**src/rtl/burst_seq.sv**
```systemverilog
module burst_seq #(
  parameter int BEAT_W = 2
) (
  input  logic              clk,
  input  logic              rst_n,
  input  logic              load_i,
  input  logic [BEAT_W-1:0] start_i,
  input  logic              adv_i,
  input  logic              mode_i,
  output logic [BEAT_W-1:0] addr_o,
  output logic              last_o
);
  localparam logic [BEAT_W-1:0] LAST_BEAT = '1;
  localparam logic [BEAT_W-1:0] ONE       = BEAT_W'(1);

  logic [BEAT_W-1:0] start_q;
  logic [BEAT_W-1:0] beat_q;
  logic              xor_mode_q;

  always_ff @(posedge clk) begin
    if (!rst_n) begin
      start_q    <= '0;
      beat_q     <= '0;
      xor_mode_q <= 1'b0;
    end else if (load_i) begin
      start_q    <= start_i;
      beat_q     <= '0;
      xor_mode_q <= mode_i;
    end else if (adv_i) begin
      beat_q     <= beat_q + ONE;
    end
  end

  assign addr_o = xor_mode_q ? (start_q ^ beat_q) : (start_q + beat_q);
  assign last_o = (beat_q == LAST_BEAT);

  AST_RESET_CLEARS: assert property (@(posedge clk)
    !rst_n |=> (addr_o == '0) && !last_o);
  AST_LOAD_START: assert property (@(posedge clk) disable iff (!rst_n)
    load_i |=> (addr_o == $past(start_i)) && !last_o);
  AST_XOR_STEP: assert property (@(posedge clk) disable iff (!rst_n)
    (!load_i && adv_i && xor_mode_q && !last_o) |=>
      ((addr_o ^ $past(addr_o)) == ($past(beat_q) ^ ($past(beat_q) + ONE))));
  AST_LINEAR_STEP: assert property (@(posedge clk) disable iff (!rst_n)
    (!load_i && adv_i && !xor_mode_q) |=> (addr_o == $past(addr_o) + ONE));
  AST_IDLE_HOLD: assert property (@(posedge clk) disable iff (!rst_n)
    (!load_i && !adv_i) |=> ($stable(addr_o) && $stable(last_o)));
  AST_WRAP_START: assert property (@(posedge clk) disable iff (!rst_n)
    (!load_i && adv_i && last_o) |=> (addr_o == start_q) && !last_o);
  AST_MODE_HELD: assert property (@(posedge clk) disable iff (!rst_n)
    !load_i |=> $stable(xor_mode_q));
endmodule

```
**config.mk**
```make
export PLATFORM = sky130hd
export DESIGN_NAME = burst_seq
export DESIGN_NICKNAME = d
export VERILOG_FILES = /design/src/rtl/burst_seq.sv
export SDC_FILE = /design/constraint.sdc
export NUM_CORES = 1
export LEC_CHECK = 0
export BUFFER_PORTS_ARGS = -buffer_cell sky130_fd_sc_hd__clkbuf_2
export CAP_MARGIN = 10
export CORE_AREA = 2 2 39 41
export CTS_CLUSTER_DIAMETER = 120
export DETAILED_ROUTE_END_ITERATION = 12
export DIE_AREA = 0 0 41 43
export GPL_TIMING_DRIVEN = 0
export PLACE_DENSITY_LB_ADDON = 0.3
export RECOVER_POWER = 25
export SETUP_SLACK_MARGIN = 0.3
export SYNTH_ARGS = -nofsm -noshare
export SYNTH_HDL_FRONTEND = slang
export SYNTH_SLANG_ARGS = --single-unit
```
**constraint.sdc**
```tcl
create_clock -name clk -period 1 [get_ports clk]
set_input_delay 0.1 -clock clk [delete_from_list [all_inputs] [get_ports clk]]
set_output_delay 0.1 -clock clk [all_outputs]
set_load 0.01 [all_outputs]
```
==> impl_metrics.json, run 1 <==
{
  "outcome": "complete, but fails checks",
  "violations": "negative setup slack",
  "muxShareOfSynthArea_pct": 17.4,
  "vias_per_cell": 3.51,
  "slew_headroom_pct": 88.2,
  "fin_ws_ns": -0.197,
  "multiInputGateArea_um2": 185,
  "io_pins": 10,
  "num_vias": 186,
  "hold_viol": 0,
  "ant_nets": 0,
  "grt_use_total_pct": 6.43,
  "worstPathRequired_ns": 0.90,
  "syn_area_per_cell_um2": 11.0,
  "drtIter0Drc": 3,
  "synth_adder_area_share_pct": 10.9,
  "cts.clk_slew.worst_paths_ns": 0.04,
  "holdCritStartpoint": "start_i[1]",
  "synth_top_family_by_area": "multiplexers",
  "power.total_uw": 544,
  "worst_pin_slew_ns": 0.176,
  "synthTopCellsByArea": "dfxtp_1 (43%), mux2i_1 (17%), xnor2_1 (11%)",
  "cp_max_fo": 2,
  "clkLatencyLatePin_ns": 0.24,
  "synth-edff-count": 0,
  "synth_sequential_area_ratio_pct": 43.5,
  "drt-wirelength-per-cell_um": 8.40,
  "maxCapViolations": 0,
  "nNetsFinal": 47,
  "hold_path_class": "input port to flip-flop",
  "leakagePower_nw": 0.188,
  "fin_skew_ns": 0.0000295,
  "ff2ff_path_depth": 4,
  "first_global_vias": 189,
  "synth.cell_area_um2": 230,
  "cts-root-buf": "clkbuf_4",
  "drcViolationCount": 0,
  "finalWirelength_um": 445,
  "area_delta_synth_final_pct": 82.1,
  "grt_overflow": 0,
  "fillers": 155,
  "clock-sinks": 5,
  "yosysMostFrequentCell": "dfxtp_1",
  "ff2ff_setup_slack_ns": 0.01,
  "seq_area_um2": 106,
  "period_needed_ns": 1.20,
  "final-setup-viol-count": 3,
  "core_um2": 1380,
  "syn_inst": 21,
  "ys_ff_latch": 5,
  "dieArea_um2": 1760,
  "cts_buffers": 3,
  "cts_tree": "yes",
  "worstPathArrival_ns": 1.10,
  "grt_max_degree": 5,
  "yosysUniqueCellTypes": 7,
  "cp-end-kind": "primary output",
  "setup-tns-final_ns": -0.315,
  "n_antenna_cell": 0,
  "power_density_nw_per_um2": 1300,
  "peakVddDrop_v": 0.000557,
  "synth_common_cells": "dfxtp_1 (5), mux2i_1 (4), nor2b_1 (4)",
  "critPathLaunchType": "flip-flop",
  "synth-compound-area-share_pct": 0,
  "synth_top_area_share_pct": 43.5,
  "num_rows": 14,
  "synthXorXnorAreaFrac_pct": 11.4,
  "min_path_cells": 3,
  "rsz0062_at_grt": "true",
  "period_share_pct": 120,
  "port_buffers": 9,
  "fmax_ghz": 0.835,
  "grt_antenna_before_repair": 0,
  "clockBufferDepth": 2,
  "drive_above_1_share_pct": 64.9,
  "rr_endpoint": "beat_q[1]",
  "yosys.area_share.simple_pct": 16.8,
  "initial_utilization_pct": 16.6,
  "grt_first_pass_wirelength_um": 683,
  "yosys_warnings": 0,
  "synth_top_area_cell": "dfxtp_1",
  "htree_levels": 1,
  "r2r_start": "beat_q[0]",
  "first_pass_iters": 6,
  "die_width_um": 41,
  "gp_congestion": 0.603,
  "fp.dieH_um": 43,
  "slew_violations": 0,
  "synth_top_flop_cell": "dfxtp_1",
  "async_reset_ff_share_pct": 0,
  "critPathKind": "flip-flop to primary output",
  "syn_nets": 30,
  "min_to": "start_q[1]"
}
-- state kept, by name, indices dropped and copies added, names as in the netlist --
register / flops
start_q: 2
xor_mode_q: 1
beat_q: 2
-- logic make-up after synthesis --
| logic type | after synthesis |
|---|---|
| mux | 4 |
| simple gates | 7 |
| fa+ha+maj | 2 |
| xor+xnor | 3 |
| flops | 5 |
-- layout make-up --
class	instances	area share, %
Timing Repair Buffer	12	19.4
Clock buffer	4	6.27
Sequential cell	5	25.4
Multi-Input combinational cell	16	44.2
Tap cell	16	4.78
-- layout by cell type, fill, tap and decap left out --
| cell | instances |
|---|---|
| nor2b_4 | 1 |
| dfxtp_1 | 2 |
| clkbuf_4 | 3 |
| nor2_1 | 2 |
| dfxtp_4 | 1 |
| clkbuf_1 | 1 |
| xnor2_2 | 3 |
| mux2i_1 | 4 |
| ha_4 | 2 |
| buf_4 | 1 |
| buf_6 | 3 |
| nand2b_1 | 1 |
| nor2b_1 | 3 |
| clkbuf_2 | 7 |
| dfxtp_2 | 2 |
| buf_2 | 1 |
-- through the flow --
step / utilization [%] / setup WS (ns) / instances / hold WS (ns) / cell area (um2)
after global routing: 30.3 / -0.234 / 53 / 0.135 / 419
after detailed placement: 23.5 / -0.00161 / 46 / 0.363 / 325
after CTS: 28.2 / -0.208 / 52 / 0.112 / 390
after floorplan: - / 0.128 / 21 / 0.228 / 260
after global placement: 23.5 / 0.00182 / 46 / 0.354 / 325
final: 30.3 / -0.197 / 53 / 0.119 / 419
-- worst max path at each step --
stage          startpoint   endpoint  slack (ns)  cells past startpoint
6_report        beat_q[0]  addr_o[1]       -0.20                      4
5_1_grt         beat_q[0]  addr_o[1]       -0.23                      4
4_1_cts         beat_q[0]  addr_o[1]       -0.21                      4
3_5_place_dp   start_q[0]  addr_o[1]      -0.002                      4
3_3_place_gp   start_q[0]  addr_o[1]       0.002                      4
2_1_floorplan   beat_q[0]  addr_o[1]        0.13                      3
-- where the power goes --
part           total [mW]  internal [mW]  switching [mW]
Combinational      0.0939         0.0599          0.0340
Sequential          0.221          0.210          0.0106
Clock               0.229          0.151          0.0788
Total               0.544          0.420           0.123
-- routing by layer --
| layer | share of wire [%] | global-route usage [%] |
|---|---|---|
| met5 | 0 | 0 |
| met2 | 42 | 7.81 |
| met3 | 9.7 | 4.71 |
| met1 | 48 | 6.77 |
| met4 | 0 | 6.00 |
-- worst max-delay path, stage by stage (launching register included) --
cell and delay, ns:
dfxtp_4 0.34, ha_4 0.14, nor2b_4 0.12, xnor2_2 0.11, buf_2 0.14
-- repair_timing --
item / CTS / global route
setup endpoints to repair: 4 / 6
gates resized for setup: 4 / 6
cloned: 0 / 0
pin swaps: 2 / 3
hold buffers: 0 / 0
buffers inserted: 2 / 1
Power figures use the tool's default switching activity.
==> run 2, diff against run 1 <==
Clock period 1 ns to 1.5 ns, I/O delays scaled along.
==> impl_metrics.json, run 2 (synthesis gave the netlist of run 1 again) <==
{
  "initial_utilization_pct": 16.6,
  "seq_area_um2": 101,
  "num_vias": 186,
  "final_cell_mix": "clkbuf_2 (7), mux2i_1 (4), dfxtp_1 (4)",
  "final_util_pct": 25.5,
  "worstPathRequired_ns": 1.35,
  "final_common_cell": "clkbuf_2",
  "grt_use_met1_pct": 5.81,
  "cts_tree": "yes",
  "grt_overflow": 0,
  "core_um2": 1380,
  "fp.dieH_um": 43,
  "finalWirelength_um": 393,
  "final-setup-viol-count": 0,
  "critPathLaunchType": "flip-flop",
  "drive_above_1_share_pct": 48.6,
  "power_density_nw_per_um2": 975,
  "cp-end-kind": "primary output",
  "critPathKind": "flip-flop to primary output",
  "num_rows": 14,
  "grt_use_total_pct": 6.23,
  "worstPathArrival_ns": 1.12,
  "grt_first_pass_wirelength_um": 669,
  "reg_top3": "beat_q: 2 flops, start_q: 2 flops, xor_mode_q: 1 flops",
  "port_buffers": 9,
  "area_delta_synth_final_pct": 53.3,
  "p_sw_share_pct": 22.5,
  "fin_skew_ns": 0.0000164,
  "power_frac_comb_pct": 12.7,
  "dieArea_um2": 1760,
  "drcViolationCount": 0,
  "n_antenna_cell": 0,
  "outcome": "finished, final reports clean",
  "clock-sinks": 5,
  "slew_violations": 0,
  "peakVddDrop_v": 0.000291,
  "setup-tns-final_ns": 0,
  "clockBufferDepth": 2,
  "hold_path_class": "input port to flip-flop",
  "rsz0062_at_grt": "true",
  "hold_buffers": 0,
  "ant_nets": 0,
  "worst_pin_slew_ns": 0.156,
  "gp_congestion": 0.669,
  "gr-usage-met3_pct": 3.14,
  "clkLatencyLatePin_ns": 0.24,
  "p_sw_uw": 77.4,
  "htree_levels": 1,
  "period_needed_ns": 1.27,
  "io_pins": 10,
  "grt_max_degree": 5,
  "fmax_ghz": 0.786,
  "power.share.clock_pct": 44.7,
  "drt-wirelength-per-cell_um": 7.71,
  "cts_buffers": 3,
  "first_pass_iters": 1,
  "hold_viol": 0,
  "leakagePower_nw": 0.159,
  "grt_antenna_before_repair": 0,
  "drtIter0Drc": 0,
  "cts-root-buf": "clkbuf_4",
  "first_global_vias": 191,
  "internal_power_uw": 267,
  "multiInputGateArea_um2": 153,
  "busiest_layer": "met2",
  "grtUsageMet2_pct": 8.13,
  "cp_max_fo": 2,
  "vias_per_cell": 3.65,
  "power_frac_seq_pct": 42.6,
  "maxCapViolations": 0,
  "period_share_pct": 84.8,
  "cts.clk_slew.worst_paths_ns": 0.04,
  "fillers": 156,
  "die_width_um": 41,
  "nNetsFinal": 45,
  "slew_headroom_pct": 89.5
}
-- run 2: power groups by stage --
stage / sequential, mW / clock [mW] / combinational [mW]
after floorplan: 0.146 / 0 / 0.0237
after global placement: 0.147 / 0 / 0.0407
after detailed placement: 0.147 / 0 / 0.0406
after CTS: 0.146 / 0.161 / 0.0442
after global routing: 0.147 / 0.173 / 0.0486
final: 0.147 / 0.154 / 0.0436
-- run 2: per-layer routing --
metal | share of wire [%] | wire length [um] | up-vias
met4 | 0 | 0 | 0
met3 | 2.8 | 11 | 0
li1 | - | - | 98
met1 | 41 | 162 | 85
met2 | 56 | 219 | 3
met5 | 0 | 0 | -
-- run 2: area by class of cell --
cell class                 instances  share of cell area [%]
clock buffer                       4                    7.45
multi-input combinational         16                    43.3
sequential                         5                    28.7
tap                               16                    5.67
timing repair buffer              10                    14.9
-- run 2: final timing paths --
kind                            slack (ns)  depth (start not counted)    endpoint  startpoint
worst max-delay path                  0.23                          4   addr_o[1]  start_q[0]
worst min register to register        0.54                          2  start_q[1]  start_q[1]
worst max register to register        0.49                          4   beat_q[1]   beat_q[0]
worst min-delay path                  0.17                          2  xor_mode_q       rst_n
-- run 2: critical path, stage by stage (launching register included) --
cell	delay, ns
dfxtp_1	0.37
ha_4	0.14
nor2b_4	0.12
xnor2_1	0.11
buf_2	0.14
-- run 2: repair_timing --
action | 4_1_cts | 5_1_grt
resized for setup | 5 | 4
buffers inserted | 1 | 0
pin swaps | 1 | 1
endpoints found under the setup margin | 1 | 2
-- run 2: per-stage QoR --
step | area [um2] | cells | hold WS, ns | setup slack [ns] | total power, mW
4_1_cts | 342 | 51 | 0.165 | 0.193 | 0.351
3_5_place_dp | 295 | 46 | 0.415 | 0.386 | 0.188
3_3_place_gp | 295 | 46 | 0.418 | 0.388 | 0.188
5_1_grt | 353 | 51 | 0.185 | 0.158 | 0.369
6_report | 353 | 51 | 0.169 | 0.228 | 0.344
2_1_floorplan | 230 | 21 | 0.278 | 0.516 | 0.170
==> run 3, diff against run 2 <==
Clock period 1.5 ns to 1.2 ns, I/O delays scaled along.
==> impl_metrics.json, run 3 (synthesis gave the netlist of run 1 again) <==
{
  "core_um2": 1380,
  "die_width_um": 41,
  "final_util_pct": 28.8,
  "fp.dieH_um": 43,
  "clkLatencyLatePin_ns": 0.24,
  "drcViolationCount": 0,
  "slew_violations": 0,
  "htree_levels": 1,
  "area_delta_synth_final_pct": 73.4,
  "worstPathCellList": "ha_4, nor2b_4, xnor2_2, buf_2",
  "grt_overflow": 0,
  "pre_cts_ws_ns": 0.168,
  "period_share_pct": 102,
  "ant_nets": 0,
  "rsz0062_at_grt": "true",
  "finalWirelength_um": 511,
  "path_delay_family": "flip-flops",
  "power_density_nw_per_um2": 1130,
  "power.total_uw": 451,
  "crit_path_top_delay_cell": "dfxtp_2",
  "final-setup-viol-count": 1,
  "n_antenna_cell": 0,
  "grt_max_degree": 5,
  "grt_first_pass_wirelength_um": 814,
  "hold_viol": 0,
  "outcome": "complete, but fails checks",
  "cp.buffers_inverters": 1,
  "period_needed_ns": 1.22,
  "fin_ws_ns": -0.0198,
  "dieArea_um2": 1760,
  "fin_hold_ws_ns": 0.138,
  "gp_congestion": 0.599,
  "reg_top3": "beat_q: 2 flops, start_q: 2 flops, xor_mode_q: 1 flops",
  "final_cell_mix": "clkbuf_2 (6), mux2i_1 (4), nor2b_1 (3), dfxtp_1 (3), clkbuf_4 (3)",
  "slew_headroom_pct": 85.9,
  "cpPeakStageDelay_ns": 0.35,
  "port_buffers": 9,
  "first_pass_iters": 1,
  "initial_utilization_pct": 16.6,
  "drt-wirelength-per-cell_um": 9.83,
  "grt_antenna_before_repair": 0,
  "num_rows": 14,
  "violations": "negative setup slack",
  "cts-root-buf": "clkbuf_4",
  "worst_pin_slew_ns": 0.212,
  "cts.clk_slew.worst_paths_ns": 0.04,
  "cp_max_fo": 2,
  "grt_use_total_pct": 7.56,
  "critPathLaunchType": "flip-flop",
  "clockBufferDepth": 2,
  "maxCapViolations": 0,
  "vias_per_cell": 3.96,
  "fin_skew_ns": 0.0000381,
  "first_global_vias": 215,
  "drive_above_1_share_pct": 58.3,
  "cts_buffers": 3,
  "io_pins": 10,
  "cp-end-kind": "primary output",
  "drtIter0Drc": 0,
  "hold_path_class": "input port to flip-flop",
  "num_vias": 206,
  "nNetsFinal": 46,
  "worstPathRequired_ns": 1.08,
  "hpwl_um": 396,
  "fmax_ghz": 0.820,
  "cts_tree": "yes",
  "peakVddDrop_v": 0.000550,
  "critPathKind": "flip-flop to primary output",
  "final_common_cell": "clkbuf_2",
  "worstPathArrival_ns": 1.10,
  "clock-sinks": 5,
  "leakagePower_nw": 0.177
}
-- run 3: cell type report --
cell class	instances	area (um2)
Timing Repair Buffer	11	72.6
Multi-Input combinational cell	16	178
Fill cell	146	985
Tap cell	16	20.0
Sequential cell	5	103
Clock buffer	4	26.3
-- run 3: routing by layer --
| layer | track usage [%] | up-vias | wire length [um] |
|---|---|---|---|
| met2 | 10.6 | 12 | 238 |
| met3 | 7.85 | 0 | 54 |
| met5 | 0 | - | 0 |
| met1 | 7.49 | 96 | 219 |
| met4 | 2.00 | 0 | 0 |
| li1 | - | 98 | - |
-- run 3: through the flow --
step | instance area, um2 | instances | setup TNS (ns)
after floorplan | 249 | 21 | 0
after global placement | 314 | 46 | 0
after detailed placement | 314 | 46 | 0
after CTS | 374 | 52 | -0.0416
after global routing | 399 | 52 | -0.0703
final | 399 | 52 | -0.0198
-- run 3: power by group --
part           total, mW  switching, mW  internal, mW
logic             0.0725         0.0280        0.0444
registers          0.185        0.00912         0.176
clock network      0.193         0.0674         0.126
total              0.451          0.105         0.346
-- run 3: path summary, 6_finish.rpt --
path,from,to,slack (ns),cells after the start
hold reg to reg,xor_mode_q,xor_mode_q,0.57,2
hold / removal,rst_n,xor_mode_q,0.14,2
setup reg to reg,beat_q[0],beat_q[1],0.20,4
setup / recovery,start_q[0],addr_o[1],-0.02,4
-- run 3: repair_timing --
action                                  CTS  global route
gates cloned                              0             0
resized for setup                         3             6
hold buffers                              0             0
pin swaps                                 1             0
setup buffers                             2             0
endpoints found under the setup margin    4             4
